## config.mk

```make
export PLATFORM = sky130hd
export DESIGN_NAME = irq_trig_detect
export DESIGN_NICKNAME = d
export VERILOG_FILES = /design/src/rtl/irq_trig_pkg.sv /design/src/rtl/irq_prev_store.sv /design/src/rtl/irq_trig_cell.sv /design/src/rtl/irq_trig_detect.sv
export SDC_FILE = /design/constraint.sdc
export NUM_CORES = 1
export LEC_CHECK = 0
export CAP_MARGIN = 5
export CELL_PAD_IN_SITES_DETAIL_PLACEMENT = 1
export CELL_PAD_IN_SITES_GLOBAL_PLACEMENT = 1
export CORE_AREA = 2 2 177 179
export CTS_BUF_LIST = sky130_fd_sc_hd__clkbuf_4 sky130_fd_sc_hd__clkbuf_8 sky130_fd_sc_hd__clkbuf_16
export DETAILED_ROUTE_END_ITERATION = 8
export DIE_AREA = 0 0 179 181
export DONT_BUFFER_PORTS = 1
export HOLD_SLACK_MARGIN = 0.08
export PLACE_DENSITY_LB_ADDON = 0.1
export SKIP_LAST_GASP = 1
export SLEW_MARGIN = 40
export SYNTH_ARGS = -nofsm -noshare
export SYNTH_HDL_FRONTEND = slang
export SYNTH_HIERARCHICAL = 1
export SYNTH_SLANG_ARGS = --single-unit
```

## constraint.sdc

```tcl
create_clock -name clk -period 1.2 [get_ports clk]
set_input_delay 0.12 -clock clk [delete_from_list [all_inputs] [get_ports clk]]
set_output_delay 0.12 -clock clk [all_outputs]
set_load 0.02 [all_outputs]
```

## src/rtl/irq_trig_pkg.sv

```systemverilog
`timescale 1ns/1ps
package irq_trig_pkg;
  localparam int unsigned VEC_W   = 64;
  localparam int unsigned NUM_SRC = 51;

  // Reset defaults for the neighbouring configuration registers.
  localparam logic [VEC_W-1:0] LEVEL_RST    = 64'h0000_1F07_FFF8_FFFF;
  localparam logic [VEC_W-1:0] ANYEDGE_RST  = 64'h0000_00F8_0007_0000;
  localparam logic [VEC_W-1:0] POLARITY_RST = 64'h0000_5F07_FFF8_FFFF;

  // Encoding is {edge_sel, polarity}.
  typedef enum logic [1:0] {
    TRIG_LVL_LOW   = 2'b00,
    TRIG_LVL_HIGH  = 2'b01,
    TRIG_EDGE_FALL = 2'b10,
    TRIG_EDGE_RISE = 2'b11
  } trig_mode_e;
endpackage

```

## src/rtl/irq_prev_store.sv

```systemverilog
`timescale 1ns/1ps
module irq_prev_store #(
  parameter int unsigned W = 51
) (
  input  logic         clk,
  input  logic         rst_n,
  input  logic [W-1:0] line_i,
  output logic [W-1:0] prev_o
);
  logic [W-1:0] prev_d;
  logic [W-1:0] prev_q;
  logic         prev_en;

  always_comb begin
    prev_d  = line_i;
    prev_en = (prev_d != prev_q);
  end

  always_ff @(posedge clk or negedge rst_n) begin
    if (!rst_n) begin
      prev_q <= '0;
    end else if (prev_en) begin
      prev_q <= prev_d;
    end
  end

  assign prev_o = prev_q;

  // stored copy is the previous sample
  p_prev_follows_r6: assert property (@(posedge clk) disable iff (!rst_n)
    1'b1 |=> prev_q == $past(line_i));
endmodule

```

## src/rtl/irq_trig_cell.sv

```systemverilog
`timescale 1ns/1ps
module irq_trig_cell
  import irq_trig_pkg::*;
(
  input  logic clk,
  input  logic rst_n,
  input  logic line_i,
  input  logic prev_i,
  input  logic level_sel_i,
  input  logic polarity_i,
  input  logic anyedge_i,
  input  logic clear_i,
  output logic pend_o
);
  trig_mode_e mode;
  logic       hit;
  logic       pend_d;
  logic       pend_q;
  logic       pend_en;

  always_comb begin
    mode   = trig_mode_e'({~level_sel_i, polarity_i});
    hit    = 1'b0;
    pend_d = pend_q;
    case (mode)
      TRIG_LVL_HIGH: pend_d = line_i;
      TRIG_LVL_LOW:  pend_d = ~line_i;
      TRIG_EDGE_RISE, TRIG_EDGE_FALL: begin
        if (anyedge_i) begin
          hit = line_i ^ prev_i;
        end else if (mode == TRIG_EDGE_RISE) begin
          hit = line_i & ~prev_i;
        end else begin
          hit = prev_i & ~line_i;
        end
        // A fresh edge outranks a clear in the same cycle.
        pend_d = hit | (pend_q & ~clear_i);
      end
      default: pend_d = pend_q;
    endcase
    pend_en = (pend_d != pend_q);
  end

  always_ff @(posedge clk or negedge rst_n) begin
    if (!rst_n) begin
      pend_q <= 1'b0;
    end else if (pend_en) begin
      pend_q <= pend_d;
    end
  end

  assign pend_o = pend_q;

  // level sources follow the qualified line
  p_level_track_r2: assert property (@(posedge clk) disable iff (!rst_n)
    level_sel_i |=> pend_q == $past(line_i == polarity_i));

  // a latched edge is not dropped by the line going idle
  p_edge_sticky_r3: assert property (@(posedge clk) disable iff (!rst_n)
    (!level_sel_i && pend_q && !clear_i) |=> pend_q);

  // any change sets the bit when both edges are armed
  p_anyedge_r5: assert property (@(posedge clk) disable iff (!rst_n)
    (!level_sel_i && anyedge_i && (line_i != prev_i)) |=> pend_q);

  // a clear with a quiet line empties an edge source
  p_clear_edge_r7: assert property (@(posedge clk) disable iff (!rst_n)
    (!level_sel_i && clear_i && (line_i == prev_i)) |=> !pend_q);
endmodule

```

## src/rtl/irq_trig_detect.sv

```systemverilog
`timescale 1ns/1ps
module irq_trig_detect
  import irq_trig_pkg::*;
#(
  parameter int unsigned NSRC = NUM_SRC,
  parameter int unsigned VW   = VEC_W
) (
  input  logic          clk,
  input  logic          rst_n,
  input  logic [VW-1:0] line_i,
  input  logic [VW-1:0] trig_level_i,
  input  logic [VW-1:0] trig_polarity_i,
  input  logic [VW-1:0] trig_anyedge_i,
  input  logic [VW-1:0] edge_clear_i,
  output logic [VW-1:0] pend_o,
  output logic [VW-1:0] prev_o
);
  localparam int unsigned PAD_W = VW - NSRC;

  logic [NSRC-1:0] prev_vec;
  logic [NSRC-1:0] pend_vec;

  irq_prev_store #(.W(NSRC)) u_prev (
    .clk    (clk),
    .rst_n  (rst_n),
    .line_i (line_i[NSRC-1:0]),
    .prev_o (prev_vec)
  );

  for (genvar g = 0; g < NSRC; g++) begin : g_src
    irq_trig_cell u_cell (
      .clk         (clk),
      .rst_n       (rst_n),
      .line_i      (line_i[g]),
      .prev_i      (prev_vec[g]),
      .level_sel_i (trig_level_i[g]),
      .polarity_i  (trig_polarity_i[g]),
      .anyedge_i   (trig_anyedge_i[g]),
      .clear_i     (edge_clear_i[g]),
      .pend_o      (pend_vec[g])
    );
  end

  if (PAD_W > 0) begin : g_pad
    logic unused_hi;
    assign unused_hi = ^{line_i[VW-1:NSRC], trig_level_i[VW-1:NSRC],
                         trig_polarity_i[VW-1:NSRC], trig_anyedge_i[VW-1:NSRC],
                         edge_clear_i[VW-1:NSRC]};
    assign pend_o = {{PAD_W{1'b0}}, pend_vec};
    assign prev_o = {{PAD_W{1'b0}}, prev_vec};

    // unused upper positions stay zero
    p_upper_zero_r9: assert property (@(posedge clk) disable iff (!rst_n)
      (pend_o[VW-1:NSRC] == '0) && (prev_o[VW-1:NSRC] == '0));
  end else begin : g_nopad
    assign pend_o = pend_vec;
    assign prev_o = prev_vec;
  end

  // reset clears both vectors
  always_comb begin
    if (!rst_n) begin
      a_reset_clear_r1: assert (pend_o == '0 && prev_o == '0 || $isunknown(rst_n));
    end
  end
endmodule

```

==> results of run 1 <==
[logic make-up after synthesis]
kind of cell	after synthesis	synth area share
flip-flops	102	0.360
adder cells (fa/ha/maj)	102	0.180
AO/OA/AOI/OAI	102	0.108
other	1	0.000529
multiplexers	51	0.0720
XOR/XNOR	51	0.0630
buffers and inverters	281	0.163
AND/OR/NAND/NOR	102	0.0540
[metrics by stage]
step | instances | instance area [sq um] | setup slack (ps)
3_3_place_gp | 1238 | 8060 | 53.8
2_1_floorplan | 817 | 7180 | 2.62
3_5_place_dp | 1238 | 8060 | 3.10
==> results.md, run 1 <==
- Status: stopped before the end
- Stopped at: clock tree synthesis (4_1_cts)
- Tool error: [ERROR RSZ-0060] Max buffer count reached.
- Clk root buf: clkbuf_16
- Share of the synthesized area in the top cell type: 0.360
- EDFF count, synth: 0
- Top FF cell, synth: dfrtp_1
- Dpl hpwl: 17800 um
- Unique masters post-synth: 12
- Postcts setup bufs: 1
- PostCTS Resize Cnt: 1
- FFs w/ async S/R, synth: 1.00
- H-tree levels: 3
- Mapped Area: 7090 sq um
- Die W: 179 um
- Post-synth top cells: inv_1, dfrtp_1, ha_1
- Mapped Cells: 792
- Top cells by area, synth: dfrtp_1, ha_1, inv_1
- Gpl congestion: 0.775
- PortBufs: 0
- Register area share after synthesis: 0.360
- Maximum clock path buffer count: 2
- # rows: 64
- Synth area leader: dfrtp_1
- CTS sink cnt: 102
- Count leader, synth: inv_1
- Post-CTS Hold Fix Bufs: 252
- Synth Warn #: 6
- Total CTS buffers: 9
- Die height: 181 um
- Syn Area/Cell: 8.95 sq um
- I/O pin count: 450
- FF+latch count, synth: 102
- Initial cell density of the core: 0.234
==> run 2: changes to the inputs <==
Settings changed: CELL_PAD_IN_SITES_DETAIL_PLACEMENT 1 to default, CELL_PAD_IN_SITES_GLOBAL_PLACEMENT 1 to default, CTS_BUF_LIST sky130_fd_sc_hd__clkbuf_4 sky130_fd_sc_hd__clkbuf_8 sky130_fd_sc_hd__clkbuf_16 to default, HOLD_SLACK_MARGIN 0.08 to default, PLACE_DENSITY_LB_ADDON 0.1 to 0.15.
==> run 2 against run 1 <==
The flow now finishes, with violations (hold timing). Synthesized area unchanged. Synthesized cell count did not move.
==> results.md, run 2 <==
- All-layer global routing usage: 0.129
- Post-Synth Adder-Cell Area: 0.180 (unchanged)
- Leakage dissipation: 5.51 nW
- Most common cell after layout, fill and taps aside: inv_1
- Die height: 181 um (unchanged)
- Mapped Area: 7090 sq um (unchanged)
- Slew Limit Fails: 0
- Worst hold slack: -544 ps
- RSZ-0062 raised after global routing: yes
- Arr. time, crit path: 1070 ps
- Worst R2R Start: u_prev/prev_o[26]$_DFFE_PN0P_
- Fin util: 0.343
- CTS tree: done
- Failing checks: hold timing
- Clock Latency Late Sink: 350 ps
- Area Growth Syn to Fin: 46.9%
- Total gr overflow: 0
- FF-to-FF End: g_src[26].u_cell/pend_o$_DFFE_PN0P_
- Synth area leader: dfrtp_1
- Initial cell density of the core: 0.234 (unchanged)
- Top cells by area, synth: dfrtp_1, ha_1, inv_1
- Vias: 5929
- Count leader, synth: inv_1
- Critical path's most frequent cell: buf_4
- Max capacitance violation total: 0
- FF+latch count, synth: 102 (unchanged)
- Power Total: 0.00975 W
- Commonest non-fill, non-tap cells in the layout: inv_1, dlygate4sd3_1, buf_4
- Clk root buf: clkbuf_16
- Unique masters post-synth: 12 (unchanged)
- Synth Warn #: 6 (unchanged)
- Number of DRC markers in iteration 0: 141
- Worst Reg-to-Reg Cells: 5
- Worst IR Drop VDD: 450 uV
- Nets@finish: 1480
- Maximum clock path buffer count: 2 (unchanged)
- Post-synthesis simple-gate area fraction: 0.0540 (unchanged)
- Dpl hpwl: 15100 um (-15%)
- Final hold violation count: 102
- PD cells: 936 nW/um^2
- Mux contribution to synthesized area: 0.0720 (unchanged)
- Finished Cell Area: 10400 sq um
- Cell Area, Placed: 8060 sq um (unchanged)
- Total CTS buffers: 9 (unchanged)
- Layout cells sized above 1: 0.148
- I/O pin count: 450 (unchanged)
- R2R setup slack: 20 ps
- Register area share after synthesis: 0.360 (unchanged)
- CP Data Required Time: 1080 ps
- Vias per inst: 4.07
- CP Launch Type: register
- Largest family of logic cells by synthesized area: adder cells
- Status: complete, but fails checks
- Post-CTS Hold Fix Bufs: 187 (-26%)
- Crit-path cells: buf_4 > buf_4
- Mapped Cells: 792 (unchanged)
- Clk_skew: 11.2 ps
- Synth Area in Compound Gates: 0.108 (unchanged)
- Die ar.: 32400 sq um
- Post-synth top cells: inv_1, dfrtp_1, ha_1
- CP Class: register to output port
- Drt pass-1 iters: 4
- DRC: 0
- Die W: 179 um (unchanged)
- PortBufs: 0 (unchanged)
- Crit-path slowest cell: dfrtp_1
- WL final: 21400 um
- Gpl congestion: 0.743 (-4.2%)
- ANT nets after route: 0
- Largest net degree at the start of global routing: 103
- Vias in the first global route: 6282
- Worst-path maximum fanout: 3
- Clock transition at path regs: 70 ps
- Syn Area/Cell: 8.95 sq um (unchanged)
- Slowest stage delay, CP: 420 ps
- Setup TNS: 0 ps
- Share of the synthesized area in the top cell type: 0.360 (unchanged)
- ANT cells: 0
- F_max: 842 MHz
- EDFF count, synth: 0 (unchanged)
- CP endpoint kind: output port
- Core area: 30300 sq um
- Synth Area in XOR/XNOR: 0.0630 (unchanged)
- # rows: 64 (unchanged)
- H-tree levels: 3 (unchanged)
- Final Critical Period: 1190 ps
- First-pass GRT wire length: 32400 um
- HP Class: primary input to async pin
- Initial antenna violation count: 0
- Top FF cell, synth: dfrtp_1
- Final setup fails: 0
- CTS sink cnt: 102 (unchanged)
- Final worst-path cycle share: 0.989
- FFs w/ async S/R, synth: 1.00 (unchanged)
- Routed wire per std cell: 14.7 um
-- run 2: cell counts after synthesis --
Identical to the previous run, type by type.
-- run 2: what timing repair did --
action	in CTS	in global routing
setup endpoints to repair	0	47
setup buffers	0	16
resized for setup	0	25
endpoints found under the hold margin	204	102
-- run 2: worst max path at each step --
stage                                          endpoint  cells after the start                     startpoint
floorplan            g_src[0].u_cell/pend_o$_DFFE_PN0P_                      3   u_prev/prev_o[0]$_DFFE_PN0P_
global placement    g_src[13].u_cell/pend_o$_DFFE_PN0P_                      3  u_prev/prev_o[13]$_DFFE_PN0P_
detailed placement  g_src[15].u_cell/pend_o$_DFFE_PN0P_                      3  u_prev/prev_o[15]$_DFFE_PN0P_
CTS                 g_src[11].u_cell/pend_o$_DFFE_PN0P_                      3  u_prev/prev_o[11]$_DFFE_PN0P_
global route        g_src[17].u_cell/pend_o$_DFFE_PN0P_                      5  u_prev/prev_o[17]$_DFFE_PN0P_
finish                                       prev_o[26]                      2  u_prev/prev_o[26]$_DFFE_PN0P_
-- run 2: power breakdown --
part / internal (W) / switching [W] / total [W]
clock network: 0.00163 / 0.00148 / 0.00311
logic: 0.00143 / 0.00127 / 0.00270
registers: 0.00374 / 0.000194 / 0.00393
total: 0.00680 / 0.00295 / 0.00975
-- run 2: cell type report --
class,count,area [sq um]
inverter,204,766
clock buffer,11,233
sequential,102,2550
multi-input combinational,434,3550
clock inverter,5,60.1
timing repair buffer,305,2760
fill,3137,19900
tap,396,495
-- run 2: metrics by stage --
step	worst slack, ps	instances
floorplan	2.62	817
global placement	15.5	1238
detailed placement	22.7	1238
CTS	7.70	1441
global route	-61.5	1457
finish	13.0	1457
-- run 2: metal layers --
metal / up-vias / wire length, um / global-route usage / share of wire
li1: 2933 / - / - / -
met1: 2726 / 7900 / 0.132 / 0.37
met2: 243 / 11000 / 0.240 / 0.51
met3: 27 / 1970 / 0.0400 / 0.092
met4: 0 / 512 / 0.0481 / 0.024
met5: - / 0 / 0 / 0
-- run 2: cell families after synthesis --
group	after synthesis
DFF	102
adders and majority gates	102
and+or+nand+nor	102
buffers and inverters	281
muxes	51
xor gates and xnor gates	51
other	1
AOI/OAI and AO/OA	102
-- run 2: worst max-delay path: cells and delay by family, from the launching register on --
kind	cells	cell delay (ps)
flip-flops	1	420
buffers and inverters	2	290
No activity file was read; power rests on OpenSTA's default activity.
